<file path="src/rtl/cbt_pkg.sv">
package cbt_pkg;
    localparam int BRP_W  = 6;
    localparam int SJW_W  = 2;
    localparam int TS1_W  = 4;
    localparam int TS2_W  = 3;
    localparam int CFG_W  = 32;
    // quantum counter must hold TSEG1 max plus jump width max
    localparam int QCNT_W = TS1_W + 2;

    localparam int SJW_LO = BRP_W;
    localparam int TS1_LO = SJW_LO + SJW_W;
    localparam int TS2_LO = TS1_LO + TS1_W;

    typedef enum logic [1:0] {
        PH_SYNC = 2'd0,
        PH_SEG1 = 2'd1,
        PH_SEG2 = 2'd2
    } phase_t;

    typedef struct packed {
        logic [TS2_W-1:0] ts2_m1;
        logic [TS1_W-1:0] ts1_m1;
        logic [SJW_W-1:0] sjw_m1;
        logic [BRP_W-1:0] brp_m1;
    } timing_t;

    function automatic timing_t unpack_word(input logic [CFG_W-1:0] w);
        timing_t t;
        t.brp_m1 = w[BRP_W-1:0];
        t.sjw_m1 = w[SJW_LO +: SJW_W];
        t.ts1_m1 = w[TS1_LO +: TS1_W];
        t.ts2_m1 = w[TS2_LO +: TS2_W];
        return t;
    endfunction
endpackage

</file>
<file path="src/rtl/cbt_quantum_gen.sv">
module cbt_quantum_gen
    import cbt_pkg::*;
(
    input  logic             clk,
    input  logic             rst_n,
    input  logic             cfg_en,
    input  logic [CFG_W-1:0] cfg_word,
    output timing_t          cfg,
    output logic             tick,
    output logic             running
);
    logic [BRP_W-1:0] cnt;

    assign tick = running && (cnt == cfg.brp_m1);

    always_ff @(posedge clk or negedge rst_n) begin
        if (!rst_n) begin
            cfg     <= '0;
            running <= 1'b0;
            cnt     <= '0;
        end else if (cfg_en) begin
            cfg     <= unpack_word(cfg_word);
            running <= 1'b0;
            cnt     <= '0;
        end else if (!running) begin
            running <= 1'b1;
        end else begin
            cnt <= tick ? '0 : cnt + BRP_W'(1);
        end
    end

    AST_TICK_SPACING: assert property (@(posedge clk) disable iff (!rst_n)
        (tick && cfg.brp_m1 != '0) |=> !tick);
endmodule

</file>
<file path="src/rtl/cbt_edge_watch.sv">
module cbt_edge_watch (
    input  logic clk,
    input  logic rst_n,
    input  logic hold,
    input  logic tick,
    input  logic bus_rx,
    input  logic bus_idle,
    output logic edge_o,
    output logic hsync_o
);
    logic last_lvl;

    assign edge_o  = tick && last_lvl && !bus_rx;
    assign hsync_o = edge_o && bus_idle;

    always_ff @(posedge clk or negedge rst_n) begin
        if (!rst_n)       last_lvl <= 1'b1;
        else if (hold)    last_lvl <= 1'b1;
        else if (tick)    last_lvl <= bus_rx;
    end

    AST_EDGE_LEVEL_HELD: assert property (@(posedge clk) disable iff (!rst_n || hold)
        (edge_o) |=> !edge_o || !tick || bus_rx);
endmodule

</file>
<file path="src/rtl/cbt_seg_fsm.sv">
module cbt_seg_fsm
    import cbt_pkg::*;
(
    input  logic    clk,
    input  logic    rst_n,
    input  logic    hold,
    input  timing_t cfg,
    input  logic    tick,
    input  logic    edge_i,
    input  logic    hsync_i,
    input  logic    bus_rx,
    output phase_t  state,
    output logic    sample_pulse,
    output logic    tx_pulse,
    output logic    rx_bit
);
    logic [QCNT_W-1:0] q, q_n, qn, lim, lim_n, lim_c, err, adj;
    logic [QCNT_W-1:0] ts1, ts2, sjw;
    logic              ok, ok_n, samp_n, tx_n;
    phase_t            state_n;

    assign ts1 = QCNT_W'(cfg.ts1_m1) + QCNT_W'(1);
    assign ts2 = QCNT_W'(cfg.ts2_m1) + QCNT_W'(1);
    assign sjw = QCNT_W'(cfg.sjw_m1) + QCNT_W'(1);
    assign qn  = q + QCNT_W'(1);

    always_comb begin
        state_n = state;
        q_n     = q;
        lim_n   = lim;
        ok_n    = ok;
        samp_n  = 1'b0;
        tx_n    = 1'b0;
        lim_c   = lim;
        err     = '0;
        adj     = '0;
        if (tick) begin
            if (hsync_i) begin
                state_n = PH_SEG1;
                q_n     = '0;
                lim_n   = ts1;
                ok_n    = 1'b0;
            end else begin
                unique case (state)
                    PH_SYNC: begin
                        state_n = PH_SEG1;
                        q_n     = '0;
                        lim_n   = ts1;
                    end
                    PH_SEG1: begin
                        if (edge_i && ok) begin
                            adj   = (qn < sjw) ? qn : sjw;
                            lim_c = ts1 + adj;
                            ok_n  = 1'b0;
                        end
                        if (qn >= lim_c) begin
                            state_n = PH_SEG2;
                            q_n     = '0;
                            lim_n   = ts2;
                            samp_n  = 1'b1;
                            ok_n    = 1'b1;
                        end else begin
                            q_n   = qn;
                            lim_n = lim_c;
                        end
                    end
                    PH_SEG2: begin
                        if (edge_i && ok) begin
                            err   = ts2 - qn;
                            adj   = (err < sjw) ? err : sjw;
                            lim_c = ts2 - adj;
                            ok_n  = 1'b0;
                        end
                        if (qn >= lim_c) begin
                            state_n = PH_SYNC;
                            q_n     = '0;
                            tx_n    = 1'b1;
                        end else begin
                            q_n   = qn;
                            lim_n = lim_c;
                        end
                    end
                    default: state_n = PH_SYNC;
                endcase
            end
        end
    end

    // state register
    always_ff @(posedge clk or negedge rst_n) begin
        if (!rst_n) begin
            state <= PH_SYNC;
            q     <= '0;
            lim   <= '0;
            ok    <= 1'b1;
        end else if (hold) begin
            state <= PH_SYNC;
            q     <= '0;
            lim   <= '0;
            ok    <= 1'b1;
        end else begin
            state <= state_n;
            q     <= q_n;
            lim   <= lim_n;
            ok    <= ok_n;
        end
    end

    // outputs
    always_ff @(posedge clk or negedge rst_n) begin
        if (!rst_n) begin
            sample_pulse <= 1'b0;
            tx_pulse     <= 1'b0;
            rx_bit       <= 1'b1;
        end else if (hold) begin
            sample_pulse <= 1'b0;
            tx_pulse     <= 1'b0;
            rx_bit       <= 1'b1;
        end else begin
            sample_pulse <= samp_n;
            tx_pulse     <= tx_n;
            if (samp_n) rx_bit <= bus_rx;
        end
    end

    AST_ADV_ON_TICK: assert property (@(posedge clk) disable iff (!rst_n)
        (!tick && !hold) |=> $stable(state));
    AST_SEG2_NOT_BACK: assert property (@(posedge clk) disable iff (!rst_n)
        (tick && !hsync_i && !hold && state == PH_SEG2) |=> state != PH_SEG1);
    AST_SAMPLE_AFTER_SEG1: assert property (@(posedge clk) disable iff (!rst_n)
        sample_pulse |-> $past(state) == PH_SEG1 && state == PH_SEG2);
    AST_TX_AFTER_SEG2: assert property (@(posedge clk) disable iff (!rst_n)
        tx_pulse |-> $past(state) == PH_SEG2 && state == PH_SYNC);
    AST_HSYNC_RESTART: assert property (@(posedge clk) disable iff (!rst_n)
        (tick && hsync_i && !hold) |=> state == PH_SEG1 && !sample_pulse && !tx_pulse);
    AST_STROBES_APART: assert property (@(posedge clk) disable iff (!rst_n)
        !(sample_pulse && tx_pulse));
endmodule

</file>
<file path="src/rtl/can_bit_timer.sv">
module can_bit_timer
    import cbt_pkg::*;
(
    input  logic        clk,
    input  logic        rst_n,
    input  logic        cfg_en,
    input  logic [31:0] cfg_word,
    input  logic        bus_rx,
    input  logic        bus_idle,
    output logic        tq_strobe,
    output logic        sample_pulse,
    output logic        tx_pulse,
    output logic        rx_bit,
    output logic [1:0]  phase
);
    timing_t cfg;
    logic    tick, running, edge_s, hsync_s;
    phase_t  st;

    cbt_quantum_gen u_qgen (
        .clk      (clk),
        .rst_n    (rst_n),
        .cfg_en   (cfg_en),
        .cfg_word (cfg_word),
        .cfg      (cfg),
        .tick     (tick),
        .running  (running)
    );

    cbt_edge_watch u_edge (
        .clk      (clk),
        .rst_n    (rst_n),
        .hold     (cfg_en),
        .tick     (tick),
        .bus_rx   (bus_rx),
        .bus_idle (bus_idle),
        .edge_o   (edge_s),
        .hsync_o  (hsync_s)
    );

    cbt_seg_fsm u_fsm (
        .clk          (clk),
        .rst_n        (rst_n),
        .hold         (cfg_en),
        .cfg          (cfg),
        .tick         (tick),
        .edge_i       (edge_s),
        .hsync_i      (hsync_s),
        .bus_rx       (bus_rx),
        .state        (st),
        .sample_pulse (sample_pulse),
        .tx_pulse     (tx_pulse),
        .rx_bit       (rx_bit)
    );

    assign tq_strobe = tick;
    assign phase     = st;

    AST_CFG_QUIET: assert property (@(posedge clk) disable iff (!rst_n)
        cfg_en |=> (phase == 2'd0 && !sample_pulse && !tx_pulse && !tq_strobe && !running));
endmodule

</file>
<file path="config.mk">
export PLATFORM = sky130hd
export DESIGN_NAME = can_bit_timer
export DESIGN_NICKNAME = d
export VERILOG_FILES = /design/src/rtl/cbt_pkg.sv /design/src/rtl/cbt_quantum_gen.sv /design/src/rtl/cbt_edge_watch.sv /design/src/rtl/cbt_seg_fsm.sv /design/src/rtl/can_bit_timer.sv
export SDC_FILE = /design/constraint.sdc
export NUM_CORES = 1
export LEC_CHECK = 0
export BUFFER_PORTS_ARGS = -buffer_cell sky130_fd_sc_hd__buf_2
export CAP_MARGIN = 20
export CORE_MARGIN = 5
export CORE_UTILIZATION = 55
export DETAILED_ROUTE_END_ITERATION = 6
export GPL_TIMING_DRIVEN = 0
export PLACE_DENSITY = 0.85
export SYNTH_ARGS = -nofsm -noshare
export SYNTH_HDL_FRONTEND = slang
export SYNTH_SLANG_ARGS = --single-unit
export TNS_END_PERCENT = 50
</file>
<file path="constraint.sdc">
create_clock -name clk -period 10.1 [get_ports clk]
set_clock_uncertainty 0.05 [all_clocks]
set_input_delay 1.515 -clock clk [delete_from_list [all_inputs] [get_ports clk]]
set_output_delay 1.515 -clock clk [all_outputs]
set_load 0.005 [all_outputs]
</file>
* Yosys cells after proc, flatten, opt, wreduce, memory -nomap -nowiden *
Cells that the tools add are included.
Widths: inputs -> output; s select.

operators by class
  add/subtract/negate cells = 8
  multipliers = 0
  divide/modulo/power cells = 0
  order comparisons = 4
  equality and inequality tests = 6
  shifts and indexed selects = 0
  multiplexer cells = 52
  bitwise operators = 0
  reduce and logical (&&, ||, !) cells = 16

operators by type and width
  cell                 number
  $mux 6               23
  $pmux 6 s3           2
  $mux 1               20
  $add 6x1->6 const B  2
  $ge 6x6->1           2
  $lt 6x6->1           2
  $sub 6x6->6          2
  $mux 2               5
  $ne 4x3->1 const B   2
  $add 6x6->6          1
  $eq 6x6->1           1
  $pmux 2 s3           1
  $reduce_and 3->1     2
  $reduce_bool 2->1    3
  $add 4x1->5 const B  1
  $logic_and 1x1->1    5
  $reduce_bool 5->1    1
  $add 3x1->4 const B  1
  $ne 4x4->1 const B   1
  $reduce_and 2->1     2
  $reduce_bool 4->1    1
  $add 2x1->3 const B  1
  $eq 2x1->1 const B   1
  $eq 2x2->1 const B   1
  other kinds (3)      3

word-level totals
  register bits = 41
  latch bits = 0
  bits in writable memories = 0
  bits in read-only memories = 0
  bits of input ports = 37
  output and inout port bits = 6
  word-level logic and storage cells = 100
  memories kept = 0

* Longest topological paths before layout *
Gate-level depths: netlist (run 1).

  depth after elaboration = 16
  depth in mapped cells = 23

* Cells and area by module *
Synthesis (run 1) repeated with hierarchy kept, for this count alone.

unflattened totals
  cell total of the unflattened synthesis = 343
  area total of the unflattened synthesis = 3413.3 sq um

modules (own cells, without submodules)
  module           instances  cells an instance  area each (sq um)
  cbt_seg_fsm      1          267                2359.8
  cbt_quantum_gen  1          70                 988.4
  cbt_edge_watch   1          6                  65.1

* Worst setup path after synthesis (run 1) *
Ideal clock, no wire load.

  path kind = register to register
  start point = register u_qgen.cfg[12] (netlist name)
  end point = register u_fsm.lim[4]
  setup time = 0.126 ns
  arrival = 4.948 ns
  setup slack = 4.976 ns
  stages on the path, launching flop included = 22
  clock period less this slack = 5.124 ns
  cell sequence = dfrtp_1 -> ha_1 -> inv_1 -> fa_1 -> inv_1 -> ha_1 -> a21o_1 -> a21oi_1 -> nand4_1 -> mux2i_1 -> ha_1 -> nor2b_1 -> o21a_1 -> o21a_1 -> o31a_1 -> ha_1 -> and3_1 -> a221o_1 -> a21oi_2 -> a21oi_1 -> and2_0 -> o32a_1

between the ends
  word-level cells in the longest chain between the ends = 14
  elaborated cells on any way between the ends = 17
  classes of those cells = 3 x add/sub; 2 x order compare; 1 x eq/ne; 10 x mux; 1 x reduce/logical

ends and longest elaborated chain
  element                                             line                source
  $add 3x1->4 *                                       cbt_seg_fsm.sv:23   assign ts2 = QCNT_W'(cfg.ts2_m1) + QCNT_W'(1);
  $sub 6x6->6                                         cbt_seg_fsm.sv:69   err = ts2 - qn;
  $lt 6x6->1                                          cbt_seg_fsm.sv:70   adj = (err < sjw) ? err : sjw;
  $mux 6                                              cbt_seg_fsm.sv:70
  $sub 6x6->6 *                                       cbt_seg_fsm.sv:71   lim_c = ts2 - adj;
  $mux 6 *                                            cbt_seg_fsm.sv:68   if (edge_i && ok) begin
  $mux 6 *                                            cbt_seg_fsm.sv:44   unique case (state)
  $mux 6 *                                            cbt_seg_fsm.sv:38   if (hsync_i) begin
  $mux 6 *                                            cbt_seg_fsm.sv:37   if (tick) begin
  branches (longest 5 deep; another with $ge 6x6->1)  n/a
  to (signal assigned)                                cbt_seg_fsm.sv:104  lim <= lim_n;
  to (decl)                                           cbt_seg_fsm.sv:17   logic [QCNT_W-1:0] q, q_n, qn, lim, lim_n, lim_c, err, adj;

Every way passes the cells marked *. The select of a mux whose other input is x is not followed.
A chain may end at the register's enable or synchronous reset.

* Final worst setup path (run 1) *
  start point = register u_fsm.q[0]
  end point = register u_fsm.lim[1]

between the ends
  word-level cells in the longest chain between the ends = 14
  elaborated cells on any way between the ends = 26
  classes of those cells = 4 x add/sub; 4 x order compare; 1 x eq/ne; 16 x mux; 1 x reduce/logical

ends and longest elaborated chain
  element                                               line                source
  from (decl)                                           cbt_seg_fsm.sv:17
  from (signal assigned)                                cbt_seg_fsm.sv:103  q <= q_n;
  $add 6x1->6 *                                         cbt_seg_fsm.sv:25   assign qn = q + QCNT_W'(1);
  branches (longest 13 deep; another with $sub 6x6->6)  n/a

Marks and branches as above.

==> metrics.txt, run 1 <==
# TYPE chip_impl_metric gauge
chip_impl_info{name="outcome",value="finished clean"} 1
chip_impl_metric{name="gp_congestion",unit=""} 0.9879
chip_impl_info{name="crit-reg2reg-launch",value="u_fsm.q[0]$_DFFE_PN0P_"} 1
chip_impl_metric{name="grt_start_max_net_pins",unit=""} 42
chip_impl_metric{name="first_pass_grt_wire_length",unit="µm"} 12830
chip_impl_metric{name="synth-seq-area-share",unit="%"} 30.95
chip_impl_metric{name="ios",unit=""} 43
chip_impl_metric{name="grt_pass1_vias",unit=""} 2730
chip_impl_metric{name="synth.top_cell.area_share",unit="%"} 28.58
chip_impl_metric{name="syn_to_final_growth",unit="%"} 10.04
chip_impl_metric{name="timing.critical_path.fanout_max",unit=""} 9
chip_impl_metric{name="post_cts_setup_buffer_count",unit=""} 0
chip_impl_info{name="hold_removal_path_class",value="reg2reg"} 1
chip_impl_metric{name="r2r.worst_path.cells",unit=""} 23
chip_impl_metric{name="hold_fix_buffer_count_after_cts",unit=""} 0
chip_impl_info{name="synth_common_cells",value="sky130_fd_sc_hd__dfrtp_1, sky130_fd_sc_hd__ha_1, sky130_fd_sc_hd__nand2_1"} 1
chip_impl_metric{name="finalMaxSlewViolations",unit=""} 0
chip_impl_info{name="cp_slowest_cell",value="sky130_fd_sc_hd__dfrtp_1"} 1
chip_impl_info{name="path_cells",value="ha_1 > xnor2_1 > inv_1 > xnor2_1 > xnor2_1 > ha_1 > a21oi_1 > nand4_1 > mux2i_1 > ha_1 > inv_1 > fa_1 > xnor2_1 > nor3_1 > nor2_1 > ha_1 > a21oi_1 > o21ai_0 > a221o_1 > a21oi_2 > o21bai_1 > a311oi_1 > a21oi_1"} 1
chip_impl_metric{name="post_synth.cell_area_avg",unit="µm²"} 9.319
chip_impl_metric{name="synth.cell_area",unit="µm²"} 3327
chip_impl_metric{name="track_usage",unit="%"} 21.32
chip_impl_info{name="top_signal_layer_used",value="met4"} 1
chip_impl_metric{name="port_buffers",unit=""} 25
chip_impl_metric{name="finalSetupTns",unit="ps"} 0
chip_impl_metric{name="netlist_instances",unit=""} 357
chip_impl_metric{name="critPathArrivalTime",unit="ps"} 6060
chip_impl_info{name="clock-root-buffer",value="sky130_fd_sc_hd__clkbuf_8"} 1
chip_impl_info{name="critical_path.endpoint_type",value="flip-flop"} 1
chip_impl_info{name="yosys.cell_count.top_type",value="sky130_fd_sc_hd__dfrtp_1"} 1
chip_impl_metric{name="dr.first_iter.drc_count",unit=""} 157
chip_impl_metric{name="timing.critical_path.required",unit="ps"} 10230
chip_impl_metric{name="global_route_overflow",unit=""} 0
chip_impl_metric{name="synth_enable_flop_cells",unit=""} 0
chip_impl_metric{name="placement_rows",unit=""} 28
chip_impl_metric{name="yosys_warnings",unit=""} 0
chip_impl_info{name="unrepaired_setup_endpoints_after_global_routing",value="false"} 1
chip_impl_metric{name="numCtsBuffers",unit=""} 5
chip_impl_metric{name="post_cts.resized_instances",unit=""} 0
chip_impl_metric{name="rrSetupSlack",unit="ps"} 4170
chip_impl_metric{name="holdPathStages",unit=""} 2
chip_impl_info{name="tritoncts_clock_tree",value="done"} 1
chip_impl_metric{name="drt-vias-per-instance",unit=""} 6.004
chip_impl_info{name="regToRegEndpoint",value="u_fsm.lim[1]$_DFFE_PN0P_"} 1
chip_impl_metric{name="clk_pin_slew",unit="ps"} 80
chip_impl_metric{name="finalSetupViolations",unit=""} 0
chip_impl_metric{name="synth-seq-cells",unit=""} 41
chip_impl_metric{name="cts_max_level",unit=""} 2
chip_impl_info{name="worstSetupStartpointType",value="flip-flop"} 1
chip_impl_metric{name="maximum_buffer_depth_of_the_clock_tree",unit=""} 2
chip_impl_metric{name="period_minus_slack",unit="ps"} 5926
chip_impl_metric{name="core",unit="µm²"} 5886
chip_impl_metric{name="die-area",unit="µm²"} 7704
chip_impl_metric{name="drt-wirelength-per-cell",unit="µm"} 16.51
chip_impl_metric{name="fin_nets",unit=""} 465
chip_impl_metric{name="route.met2.wl",unit="µm"} 3720
chip_impl_metric{name="power_per_cell_area",unit="nW/µm²"} 132.0
chip_impl_metric{name="async_reset_ff_share",unit="%"} 100.0
chip_impl_metric{name="finalCoreUtilization",unit="%"} 62.20
chip_impl_metric{name="power.static_leakage",unit="nW"} 1.756
chip_impl_metric{name="ir_worst_vdd",unit="mV"} 0.08010
chip_impl_metric{name="met3_length",unit="µm"} 357
chip_impl_info{name="worstHoldEndpoint",value="u_edge.last_lvl$_DFFE_PN1P_"} 1
chip_impl_metric{name="worstMarginPinSlew",unit="ps"} 948.8
chip_impl_metric{name="dp_wirelength",unit="µm"} 6051
chip_impl_metric{name="die_height",unit="µm"} 87.78
chip_impl_metric{name="achievable-frequency",unit="MHz"} 168.7
chip_impl_metric{name="initial_cell_density_of_the_core",unit="%"} 56.53
chip_impl_metric{name="detail_route.wirelength",unit="µm"} 7693
chip_impl_metric{name="clk_latency",unit="ps"} 300
chip_impl_info{name="synth_largest_area_cell",value="sky130_fd_sc_hd__dfrtp_1"} 1
chip_impl_metric{name="vias",unit=""} 2798
chip_impl_info{name="min-delay-start",value="u_edge.last_lvl$_DFFE_PN1P_"} 1
chip_impl_metric{name="drive_gt1_share",unit="%"} 16.88
chip_impl_metric{name="die_w",unit="µm"} 87.78
chip_impl_metric{name="firstDrtPassIters",unit=""} 4
chip_impl_metric{name="worst_slew_margin_rel",unit="%"} 36.21
chip_impl_metric{name="synthDistinctLibCells",unit=""} 60
chip_impl_info{name="yosys-top-cells-area",value="sky130_fd_sc_hd__dfrtp_1, sky130_fd_sc_hd__ha_1, sky130_fd_sc_hd__xnor2_1"} 1
chip_impl_metric{name="wirelength_met1",unit="µm"} 3463
chip_impl_metric{name="drc",unit=""} 0
chip_impl_metric{name="final_hold_viol_count",unit=""} 0
chip_impl_metric{name="grt_antenna_before_repair",unit=""} 0
chip_impl_info{name="yosys_most_used_dff",value="sky130_fd_sc_hd__dfrtp_1"} 1
chip_impl_metric{name="clkSinkCount",unit=""} 41
chip_impl_metric{name="drv_cap",unit=""} 0
chip_impl_metric{name="cp_slowest_stage_delay",unit="ps"} 510
chip_impl_metric{name="layout_worst_path_cycle_share",unit="%"} 58.67
chip_impl_metric{name="antenna_left",unit=""} 0
chip_impl_info{name="criticalPathCategory",value="reg2reg"} 1
chip_impl_metric{name="antennaDiodeCount",unit=""} 0
## power breakdown
group / internal, W / switching, W / leakage [nW]
Sequential: 0.000174 / 0.00000872 / 0.521
Clock: 0.0000742 / 0.0000599 / 0.0554
Combinational: 0.0000735 / 0.0000929 / 1.18
Total: 0.000322 / 0.000162 / 1.76
## critical path: cells and delay by family (launching register included)
family | cells | cell delay [ps]
compound gates | 8 | 1740
fa+ha+maj | 5 | 1480
xor+xnor | 4 | 1040
flops | 1 | 510
simple gates | 3 | 510
mux | 1 | 260
buf+inv | 2 | 230
## final cells by class
| class | instances | area, µm² |
|---|---|---|
| Clock buffer | 6 | 72.57 |
| Multi-Input combinational cell | 282 | 2158 |
| Timing Repair Buffer | 25 | 125.1 |
| Fill cell | 504 | 2225 |
| Tap cell | 75 | 93.84 |
| Inverter | 26 | 97.59 |
| Sequential cell | 41 | 1030 |
| Buffer | 9 | 45.04 |
| Clock inverter | 2 | 38.79 |
## sequential cells by signal (all words and copies together) (netlist names)
register            cells
u_fsm.rx_bit            1
u_qgen.cnt              6
u_fsm.q                 6
u_qgen.running          1
u_edge.last_lvl         1
u_fsm.state             2
u_fsm.tx_pulse          1
u_fsm.ok                1
u_fsm.lim               6
u_qgen.cfg             15
u_fsm.sample_pulse      1
## metal layers
layer | vias up | global-route usage [%]
met3 | 12 | 3.293
met1 | 1352 | 27.50
met4 | 0 | 7.252
met2 | 75 | 36.37
met5 | - | 0
li1 | 1359 | -
## how the worst max path moves through the flow
stage,from,to,slack [ps],cells after the start
after floorplan,u_qgen.cfg[12]$_DFFE_PN0P_,u_fsm.lim[4]$_DFFE_PN0P_,4980,21
after global placement,u_qgen.cfg[12]$_DFFE_PN0P_,u_fsm.lim[4]$_DFFE_PN0P_,4360,23
after detailed placement,u_fsm.q[0]$_DFFE_PN0P_,u_fsm.lim[1]$_DFFE_PN0P_,4300,23
after CTS,u_fsm.q[0]$_DFFE_PN0P_,u_fsm.lim[1]$_DFFE_PN0P_,4260,23
after global routing,u_fsm.q[0]$_DFFE_PN0P_,u_fsm.q[1]$_DFFE_PN0P_,3810,23
final,u_fsm.q[0]$_DFFE_PN0P_,u_fsm.lim[1]$_DFFE_PN0P_,4170,23
## cell families after synthesis
kind of cell,count (synthesis),synth area share (%)
multiplexers,25,8.048
other,2,0.2257
AND/OR/NAND/NOR,100,15.61
adder cells (fa/ha/maj),39,15.27
XOR/XNOR,27,7.108
AO/OA/AOI/OAI,88,18.50
buffers and inverters,35,4.287
flip-flops,41,30.95
## cell usage in the layout, fill, tap and decap left out, types with 4 or more instances in the layout
master	instances
sky130_fd_sc_hd__ha_1	35
sky130_fd_sc_hd__inv_1	25
sky130_fd_sc_hd__xor2_1	6
sky130_fd_sc_hd__mux2i_1	11
sky130_fd_sc_hd__o211ai_1	4
sky130_fd_sc_hd__clkbuf_1	6
sky130_fd_sc_hd__nor3_1	6
sky130_fd_sc_hd__nand3_1	12
sky130_fd_sc_hd__o21a_1	4
sky130_fd_sc_hd__nand4_1	6
sky130_fd_sc_hd__nand2_1	27
sky130_fd_sc_hd__nor2b_1	4
sky130_fd_sc_hd__dfrtp_1	38
sky130_fd_sc_hd__xnor2_1	21
sky130_fd_sc_hd__nand2b_1	6
sky130_fd_sc_hd__a31oi_1	4
sky130_fd_sc_hd__and3_1	5
sky130_fd_sc_hd__o21ai_0	16
sky130_fd_sc_hd__buf_2	28
sky130_fd_sc_hd__nor2_1	21
sky130_fd_sc_hd__a21oi_1	20
sky130_fd_sc_hd__mux2_2	14
sky130_fd_sc_hd__a21o_1	8
sky130_fd_sc_hd__clkbuf_8	5
## metrics by stage
stage          area (µm²)  setup slack (ps)  instances  power (W)  hold slack [ps]
2_1_floorplan        3331              4976        358  0.0003086            398.1
3_3_place_gp         3550              4356        458  0.0003431            424.4
3_5_place_dp         3550              4302        458  0.0003496            436.8
4_1_cts              3661              4260        466  0.0004845            447.9
5_1_grt              3661              3807        466  0.0005129            487.1
6_report             3661              4174        466  0.0004831            447.0
No activity file was read; power rests on OpenSTA's default activity.
==> inputs of run 2 (changes only) <==
--- a/config.mk
+++ b/config.mk
@@ -8,10 +8,10 @@
 export BUFFER_PORTS_ARGS = -buffer_cell sky130_fd_sc_hd__buf_2
 export CAP_MARGIN = 20
 export CORE_MARGIN = 5
-export CORE_UTILIZATION = 55
+export CORE_UTILIZATION = 53
 export DETAILED_ROUTE_END_ITERATION = 6
 export GPL_TIMING_DRIVEN = 0
-export PLACE_DENSITY = 0.85
+export PLACE_DENSITY = 0.86
 export SYNTH_ARGS = -nofsm -noshare
 export SYNTH_HDL_FRONTEND = slang
 export SYNTH_SLANG_ARGS = --single-unit
==> constraint.sdc (replaced) <==
create_clock -name clk -period 4.8 [get_ports clk]
set_clock_uncertainty 0.05 [all_clocks]
set_input_delay 0.72 -clock clk [delete_from_list [all_inputs] [get_ports clk]]
set_output_delay 0.72 -clock clk [all_outputs]
set_load 0.005 [all_outputs]
==> run 2 against run 1 <==
Compared with the run above:
- the run now ends with setup timing left
- largest cell class unchanged
- highest routed layer unchanged
- count of clock-buffer cells in the layout unchanged
- worst hold slack better by 2.9 ps
- via count grew 5.4%
- register-to-register slack lost 4600 ps
- largest power group is now combinational cells
- critical path depth down 1
- non-clock buffer count increased by 23
- critical path type unchanged
- clock power rose by 110%
==> metrics.txt, run 2 (synthesized netlist as in run 1, its figures left out) <==
# TYPE chip_impl_metric gauge
chip_impl_info{name="violations_in_the_final_reports",value="setup timing"} 1
chip_impl_info{name="outcome",value="complete, but fails checks"} 1
chip_impl_metric{name="first_pass_grt_wire_length",unit="µm"} 13570
chip_impl_metric{name="dr.first_iter.drc_count",unit=""} 232
chip_impl_info{name="worstHoldEndpoint",value="u_edge.last_lvl$_DFFE_PN1P_"} 1
chip_impl_metric{name="timing.critical_path.required",unit="ps"} 4930
chip_impl_metric{name="finalCoreUtilization",unit="%"} 68.15
chip_impl_metric{name="critPathArrivalTime",unit="ps"} 5400
chip_impl_metric{name="track_usage",unit="%"} 22.07
chip_impl_info{name="path_cells",value="ha_4 > inv_2 > fa_1 > xnor2_2 > ha_1 > a21oi_2 > nand4_1 > buf_4 > mux2i_1 > ha_2 > inv_2 > fa_2 > a21o_1 > a21oi_2 > mux2i_2 > ha_1 > a21o_1 > a221o_1 > a21oi_4 > a21o_1 > mux2i_1 > a21oi_1"} 1
chip_impl_info{name="clock-root-buffer",value="sky130_fd_sc_hd__clkbuf_8"} 1
chip_impl_metric{name="timing.hold.ws",unit="ps"} 450.0
chip_impl_metric{name="drc",unit=""} 0
chip_impl_metric{name="vias",unit=""} 2950
chip_impl_metric{name="die_w",unit="µm"} 89.23
chip_impl_metric{name="core",unit="µm²"} 6026
chip_impl_metric{name="clkSinkCount",unit=""} 41
chip_impl_info{name="most_common_cell_after_layout_fill_and_taps_aside",value="sky130_fd_sc_hd__dfrtp_1"} 1
chip_impl_metric{name="clk_pin_slew",unit="ps"} 90
chip_impl_metric{name="final_area",unit="µm²"} 4106
chip_impl_metric{name="worst-path-buf-inv",unit=""} 3
chip_impl_metric{name="maximum_buffer_depth_of_the_clock_tree",unit=""} 2
chip_impl_metric{name="antennaDiodeCount",unit=""} 0
chip_impl_info{name="criticalPathCategory",value="reg2reg"} 1
chip_impl_metric{name="die-area",unit="µm²"} 7962
chip_impl_info{name="hold_removal_path_class",value="reg2reg"} 1
chip_impl_info{name="max_flop_register",value="u_qgen.cfg"} 1
chip_impl_metric{name="die_height",unit="µm"} 89.23
chip_impl_info{name="tritoncts_clock_tree",value="done"} 1
chip_impl_metric{name="finalMaxSlewViolations",unit=""} 0
chip_impl_metric{name="timing.critical_path.fanout_max",unit=""} 4
chip_impl_metric{name="period_minus_slack",unit="ps"} 5270
chip_impl_metric{name="flip_flop_count_of_the_largest_register_all_copies_and_words_added",unit=""} 15
chip_impl_metric{name="worstMarginPinSlew",unit="ps"} 938.3
chip_impl_metric{name="rrSetupSlack",unit="ps"} -470
chip_impl_metric{name="initial_cell_density_of_the_core",unit="%"} 55.21
chip_impl_metric{name="worst_slew_margin_rel",unit="%"} 37.45
chip_impl_metric{name="dp_slack",unit="ps"} -815.7
chip_impl_info{name="regToRegEndpoint",value="u_fsm.lim[1]$_DFFE_PN0P_"} 1
chip_impl_info{name="crit-reg2reg-launch",value="u_qgen.cfg[12]$_DFFE_PN0P_"} 1
chip_impl_metric{name="global_route_overflow",unit=""} 0
chip_impl_info{name="worstSetupStartpointType",value="flip-flop"} 1
chip_impl_metric{name="drt-wirelength-per-cell",unit="µm"} 17.16
chip_impl_metric{name="cp_slowest_stage_delay",unit="ps"} 450
chip_impl_metric{name="final_hold_viol_count",unit=""} 0
chip_impl_metric{name="hold_fix_buffer_count_after_cts",unit=""} 0
chip_impl_info{name="critical_path.endpoint_type",value="flip-flop"} 1
chip_impl_metric{name="post-route-worst-setup-slack",unit="ps"} -469.6
chip_impl_info{name="unrepaired_setup_endpoints_after_global_routing",value="true"} 1
chip_impl_metric{name="power.static_leakage",unit="nW"} 1.892
chip_impl_metric{name="grt_pass1_vias",unit=""} 2903
chip_impl_metric{name="dp_wirelength",unit="µm"} 5911
chip_impl_metric{name="syn_to_final_growth",unit="%"} 23.43
chip_impl_metric{name="power_per_cell_area",unit="nW/µm²"} 280.1
chip_impl_metric{name="placement_rows",unit=""} 28
chip_impl_metric{name="placed_area",unit="µm²"} 3592
chip_impl_metric{name="clk_latency",unit="ps"} 300
chip_impl_info{name="layout.cells.most_common_list",value="sky130_fd_sc_hd__dfrtp_1, sky130_fd_sc_hd__buf_2, sky130_fd_sc_hd__ha_1"} 1
chip_impl_metric{name="layout_worst_path_cycle_share",unit="%"} 109.8
chip_impl_metric{name="ir_worst_vdd",unit="mV"} 0.2103
chip_impl_metric{name="detail_route.wirelength",unit="µm"} 8392
chip_impl_metric{name="cts_max_level",unit=""} 2
chip_impl_metric{name="port_buffers",unit=""} 25
chip_impl_metric{name="antenna_left",unit=""} 0
chip_impl_info{name="min-delay-start",value="u_edge.last_lvl$_DFFE_PN1P_"} 1
chip_impl_metric{name="fin_nets",unit=""} 488
chip_impl_metric{name="drt-vias-per-instance",unit=""} 6.033
chip_impl_metric{name="grt_antenna_before_repair",unit=""} 0
chip_impl_metric{name="numCtsBuffers",unit=""} 5
chip_impl_metric{name="drv_cap",unit=""} 0
chip_impl_metric{name="finalSetupViolations",unit=""} 15
chip_impl_info{name="path_common_cell",value="sky130_fd_sc_hd__a21o_1"} 1
chip_impl_metric{name="gp_congestion",unit=""} 0.9290
chip_impl_metric{name="achievable-frequency",unit="MHz"} 189.8
chip_impl_info{name="cp_slowest_cell",value="sky130_fd_sc_hd__dfrtp_2"} 1
chip_impl_metric{name="holdPathStages",unit=""} 2
chip_impl_metric{name="firstDrtPassIters",unit=""} 4
chip_impl_metric{name="ios",unit=""} 43
chip_impl_metric{name="r2r.worst_path.cells",unit=""} 22
chip_impl_metric{name="grt_start_max_net_pins",unit=""} 42
chip_impl_info{name="timing.critical_path.max_delay_family",value="adder cells"} 1
chip_impl_metric{name="drive_gt1_share",unit="%"} 30.68
-- run 2: how the worst max path moves through the flow --
stage          slack, ps                        to                  startpoint  cells past startpoint
6_report            -470  u_fsm.lim[1]$_DFFE_PN0P_  u_qgen.cfg[12]$_DFFE_PN0P_                     22
5_1_grt             -680  u_fsm.lim[1]$_DFFE_PN0P_      u_fsm.q[0]$_DFFE_PN0P_                     23
4_1_cts             -460  u_fsm.lim[1]$_DFFE_PN0P_  u_qgen.cfg[12]$_DFFE_PN0P_                     22
3_5_place_dp        -820  u_fsm.lim[1]$_DFFE_PN0P_      u_fsm.q[0]$_DFFE_PN0P_                     23
3_3_place_gp        -730  u_fsm.lim[0]$_DFFE_PN0P_      u_fsm.q[0]$_DFFE_PN0P_                     23
2_1_floorplan        -40  u_fsm.lim[0]$_DFFE_PN0P_  u_qgen.cfg[12]$_DFFE_PN0P_                     21
-- run 2: area by class of cell --
| type | instances | area [µm²] |
|---|---|---|
| well taps | 75 | 93.84 |
| repair buffers | 48 | 301.5 |
| clock buffers | 6 | 72.57 |
| fillers | 465 | 1919 |
| clock inverters | 2 | 38.79 |
| flip-flops and latches | 41 | 1032 |
| multi-input cells | 282 | 2425 |
| inverters | 26 | 97.59 |
| plain buffers | 9 | 45.04 |
-- run 2: power by group --
part / internal (W) / switching (W)
clock: 0.000156 / 0.000131
combinational: 0.000230 / 0.000248
sequential: 0.000366 / 0.0000184
total: 0.000752 / 0.000398
-- run 2: stage by stage --
| stage | TNS, ps | instances | power [W] |
|---|---|---|---|
| after global placement | -10320 | 458 | 0.0007280 |
| after detailed placement | -12130 | 458 | 0.0007451 |
| after CTS | -4603 | 479 | 0.001106 |
| after floorplan | -116.3 | 358 | 0.0006530 |
| final | -3924 | 489 | 0.001150 |
| after global routing | -7333 | 489 | 0.001218 |
-- run 2: timing repair --
item,4_1_cts,5_1_grt
endpoints found under the setup margin,18,18
pin swaps,18,25
buffers inserted,13,10
gates resized for setup,23,27
-- run 2: layer usage --
layer / wire length [µm] / up-vias / track usage [%]
li1: - / 1403 / -
met1: 3665 / 1426 / 29.94
met2: 3946 / 96 / 36.17
met3: 550 / 25 / 3.041
met4: 229 / 0 / 7.713
met5: 0 / - / 0
-- run 2: worst register-to-register path, delay by kind of cell (launching register included) --
| kind | cells | cell delay, ps |
|---|---|---|
| AOI/OAI and AO/OA | 8 | 1580 |
| and+or+nand+nor | 1 | 150 |
| xor gates and xnor gates | 1 | 170 |
| buffers and inverters | 3 | 260 |
| adders and majority gates | 6 | 2030 |
| muxes | 3 | 490 |
| DFF | 1 | 450 |
==> inputs of run 3 (changes only) <==
--- a/config.mk
+++ b/config.mk
@@ -12,6 +12,7 @@
 export DETAILED_ROUTE_END_ITERATION = 6
 export GPL_TIMING_DRIVEN = 0
 export PLACE_DENSITY = 0.86
+export RECOVER_POWER = 100
 export SYNTH_ARGS = -nofsm -noshare
 export SYNTH_HDL_FRONTEND = slang
 export SYNTH_SLANG_ARGS = --single-unit
==> run 3 against run 2 <==
Compared with the run above:
- the flow finishes with violations (capacitance limit, slew limit, setup timing)
- sequential share of layout area hardly changed
- largest power group unchanged
- via count stayed put
- wire length is 0.37% higher
- register-to-register slack hardly changed
==> metrics.txt, run 3 (synthesized netlist as in run 1, its figures left out) <==
# TYPE chip_impl_metric gauge
chip_impl_info{name="outcome",value="complete, but fails checks"} 1
chip_impl_info{name="violations_in_the_final_reports",value="capacitance limit, slew limit, setup timing"} 1
chip_impl_info{name="hold_removal_path_class",value="reg2reg"} 1
chip_impl_metric{name="post_layout_nonfiller_instances",unit=""} 489
chip_impl_metric{name="fin_nets",unit=""} 488
chip_impl_info{name="worstHoldEndpoint",value="u_edge.last_lvl$_DFFE_PN1P_"} 1
chip_impl_metric{name="cts_max_level",unit=""} 2
chip_impl_metric{name="track_usage",unit="%"} 22.07
chip_impl_metric{name="finalMaxSlewViolations",unit=""} 42
chip_impl_metric{name="first_pass_grt_wire_length",unit="µm"} 13570
chip_impl_metric{name="antenna_left",unit=""} 0
chip_impl_metric{name="dp_wirelength",unit="µm"} 5911
chip_impl_metric{name="finalSetupTns",unit="ps"} -3931
chip_impl_metric{name="drv_cap",unit=""} 1
chip_impl_info{name="unrepaired_setup_endpoints_after_global_routing",value="true"} 1
chip_impl_metric{name="worst_slew_margin_rel",unit="%"} -49.90
chip_impl_metric{name="ios",unit=""} 43
chip_impl_metric{name="drt-wirelength-per-cell",unit="µm"} 17.22
chip_impl_metric{name="final_hold_viol_count",unit=""} 0
chip_impl_metric{name="placed_area",unit="µm²"} 3592
chip_impl_metric{name="power_per_cell_area",unit="nW/µm²"} 280.5
chip_impl_metric{name="holdPathStages",unit=""} 2
chip_impl_metric{name="firstDrtPassIters",unit=""} 5
chip_impl_metric{name="clk_latency",unit="ps"} 300
chip_impl_metric{name="achievable-frequency",unit="MHz"} 190.0
chip_impl_info{name="criticalPathCategory",value="reg2reg"} 1
chip_impl_metric{name="antennaDiodeCount",unit=""} 0
chip_impl_info{name="clock-root-buffer",value="sky130_fd_sc_hd__clkbuf_8"} 1
chip_impl_metric{name="finalSetupViolations",unit=""} 15
chip_impl_metric{name="port_buffers",unit=""} 25
chip_impl_metric{name="placement_rows",unit=""} 28
chip_impl_metric{name="numCtsBuffers",unit=""} 5
chip_impl_metric{name="timing.critical_path.fanout_max",unit=""} 5
chip_impl_info{name="crit-reg2reg-launch",value="u_fsm.q[0]$_DFFE_PN0P_"} 1
chip_impl_metric{name="syn_to_final_growth",unit="%"} 23.24
chip_impl_info{name="critical_path.endpoint_type",value="flip-flop"} 1
chip_impl_metric{name="ir_worst_vdd",unit="mV"} 0.2102
chip_impl_metric{name="rrSetupSlack",unit="ps"} -460
chip_impl_metric{name="global_route_overflow",unit=""} 0
chip_impl_metric{name="period_minus_slack",unit="ps"} 5263
chip_impl_metric{name="num-fill-cells",unit=""} 470
chip_impl_metric{name="r2r.worst_path.cells",unit=""} 23
chip_impl_metric{name="initial_cell_density_of_the_core",unit="%"} 55.21
chip_impl_metric{name="vias",unit=""} 2950
chip_impl_info{name="layout.cells.most_common_list",value="sky130_fd_sc_hd__dfrtp_1, sky130_fd_sc_hd__ha_1, sky130_fd_sc_hd__nand2_1"} 1
chip_impl_metric{name="clkSinkCount",unit=""} 41
chip_impl_metric{name="post-route-worst-setup-slack",unit="ps"} -463.5
chip_impl_info{name="max_flop_register",value="u_qgen.cfg"} 1
chip_impl_metric{name="final_area",unit="µm²"} 4100
chip_impl_metric{name="placed_cells",unit=""} 458
chip_impl_info{name="most_common_cell_after_layout_fill_and_taps_aside",value="sky130_fd_sc_hd__dfrtp_1"} 1
chip_impl_metric{name="hold_fix_buffer_count_after_cts",unit=""} 0
chip_impl_metric{name="drive_gt1_share",unit="%"} 29.23
chip_impl_metric{name="grt_antenna_before_repair",unit=""} 0
chip_impl_metric{name="grt_pass1_vias",unit=""} 2903
chip_impl_info{name="regToRegEndpoint",value="u_fsm.lim[1]$_DFFE_PN0P_"} 1
chip_impl_metric{name="flip_flop_count_of_the_largest_register_all_copies_and_words_added",unit=""} 15
chip_impl_metric{name="die_w",unit="µm"} 89.23
chip_impl_metric{name="grt_start_max_net_pins",unit=""} 42
chip_impl_metric{name="power.static_leakage",unit="nW"} 1.879
chip_impl_metric{name="maximum_buffer_depth_of_the_clock_tree",unit=""} 2
chip_impl_metric{name="clk_pin_slew",unit="ps"} 90
chip_impl_metric{name="gp_congestion",unit=""} 0.9290
chip_impl_metric{name="core",unit="µm²"} 6026
chip_impl_metric{name="timing.critical_path.required",unit="ps"} 4930
chip_impl_metric{name="detail_route.wirelength",unit="µm"} 8423
chip_impl_info{name="min-delay-start",value="u_edge.last_lvl$_DFFE_PN1P_"} 1
chip_impl_metric{name="die_height",unit="µm"} 89.23
chip_impl_metric{name="dr.first_iter.drc_count",unit=""} 229
chip_impl_metric{name="critPathArrivalTime",unit="ps"} 5400
chip_impl_info{name="tritoncts_clock_tree",value="done"} 1
chip_impl_metric{name="worstMarginPinSlew",unit="ps"} 2248
chip_impl_metric{name="layout_worst_path_cycle_share",unit="%"} 109.7
chip_impl_info{name="worstSetupStartpointType",value="flip-flop"} 1
chip_impl_metric{name="drc",unit=""} 0
chip_impl_metric{name="die-area",unit="µm²"} 7962
chip_impl_metric{name="drt-vias-per-instance",unit=""} 6.033
[run 3: cell count changes in the layout (fill, tap and decap cells not counted)]
cell / previous run / this run
sky130_fd_sc_hd__inv_1: 22 / 23
sky130_fd_sc_hd__inv_2: 4 / 3
sky130_fd_sc_hd__buf_1: 0 / 1
sky130_fd_sc_hd__buf_2: 28 / 23
sky130_fd_sc_hd__clkbuf_1: 6 / 10
[run 3: how the worst max path moves through the flow]
stage | from | end | slack (ps) | cells after the start
after global routing | u_fsm.q[0]$_DFFE_PN0P_ | u_fsm.lim[1]$_DFFE_PN0P_ | -680 | 23
after CTS | u_qgen.cfg[12]$_DFFE_PN0P_ | u_fsm.lim[1]$_DFFE_PN0P_ | -460 | 22
after global placement | u_fsm.q[0]$_DFFE_PN0P_ | u_fsm.lim[0]$_DFFE_PN0P_ | -730 | 23
after detailed placement | u_fsm.q[0]$_DFFE_PN0P_ | u_fsm.lim[1]$_DFFE_PN0P_ | -820 | 23
after floorplan | u_qgen.cfg[12]$_DFFE_PN0P_ | u_fsm.lim[0]$_DFFE_PN0P_ | -40 | 21
final | u_fsm.q[0]$_DFFE_PN0P_ | u_fsm.lim[1]$_DFFE_PN0P_ | -460 | 23
[run 3: timing repair]
item,in CTS,in global routing
pin swaps,18,25
setup buffers,13,10
endpoints found under the setup margin,18,18
resized for setup,23,27
[run 3: final cells by class]
| cell class | instances | area [µm²] | area share (%) |
|---|---|---|---|
| clock inverters | 2 | 38.79 | 0.9460 |
| multi-input cells | 282 | 2425 | 59.14 |
| plain buffers | 9 | 45.04 | 1.099 |
| well taps | 75 | 93.84 | 2.289 |
| repair buffers | 48 | 295.3 | 7.202 |
| inverters | 26 | 97.59 | 2.380 |
| flip-flops and latches | 41 | 1032 | 25.18 |
| clock buffers | 6 | 72.57 | 1.770 |
[run 3: metal layers]
metal	up-vias	track usage, %	part of all wire, %
li1	1401	-	-
met1	1428	29.94	44
met2	96	36.17	47
met3	25	3.041	5.7
met4	0	7.713	2.8
met5	-	0	0
[run 3: critical path: stages (launching register included)]
cell and delay [ps]:
sky130_fd_sc_hd__dfrtp_2 460, sky130_fd_sc_hd__ha_4 210, sky130_fd_sc_hd__xnor2_4 220, sky130_fd_sc_hd__inv_1 140, sky130_fd_sc_hd__xnor2_2 180, sky130_fd_sc_hd__xnor2_2 180
sky130_fd_sc_hd__ha_1 330, sky130_fd_sc_hd__a21oi_2 150, sky130_fd_sc_hd__nand4_1 150, sky130_fd_sc_hd__buf_4 180, sky130_fd_sc_hd__mux2i_1 170, sky130_fd_sc_hd__ha_2 210
sky130_fd_sc_hd__inv_2 40, sky130_fd_sc_hd__fa_2 410, sky130_fd_sc_hd__a21o_1 200, sky130_fd_sc_hd__a21oi_2 130, sky130_fd_sc_hd__mux2i_2 100, sky130_fd_sc_hd__ha_1 340
sky130_fd_sc_hd__a21o_1 180, sky130_fd_sc_hd__a221o_1 390, sky130_fd_sc_hd__a21oi_4 190, sky130_fd_sc_hd__a21o_1 250, sky130_fd_sc_hd__mux2i_1 220, sky130_fd_sc_hd__a21oi_1 60
[run 3: power breakdown]
| group | internal [W] | switching (W) |
|---|---|---|
| registers | 0.000366 | 0.0000184 |
| clock network | 0.000156 | 0.000132 |
| logic | 0.000230 | 0.000248 |
| total | 0.000752 | 0.000398 |
[run 3: per-stage QoR]
step	power [W]	worst slack, ps	util, %	hold WS [ps]
after floorplan	0.0006530	-42.17	-	374.4
after global placement	0.0007280	-730.1	59.61	425.6
after detailed placement	0.0007451	-815.7	59.61	425.8
after CTS	0.001106	-457.5	64.97	452.6
after global routing	0.001218	-682.1	68.04	476.7
final	0.001150	-463.5	68.04	450.2
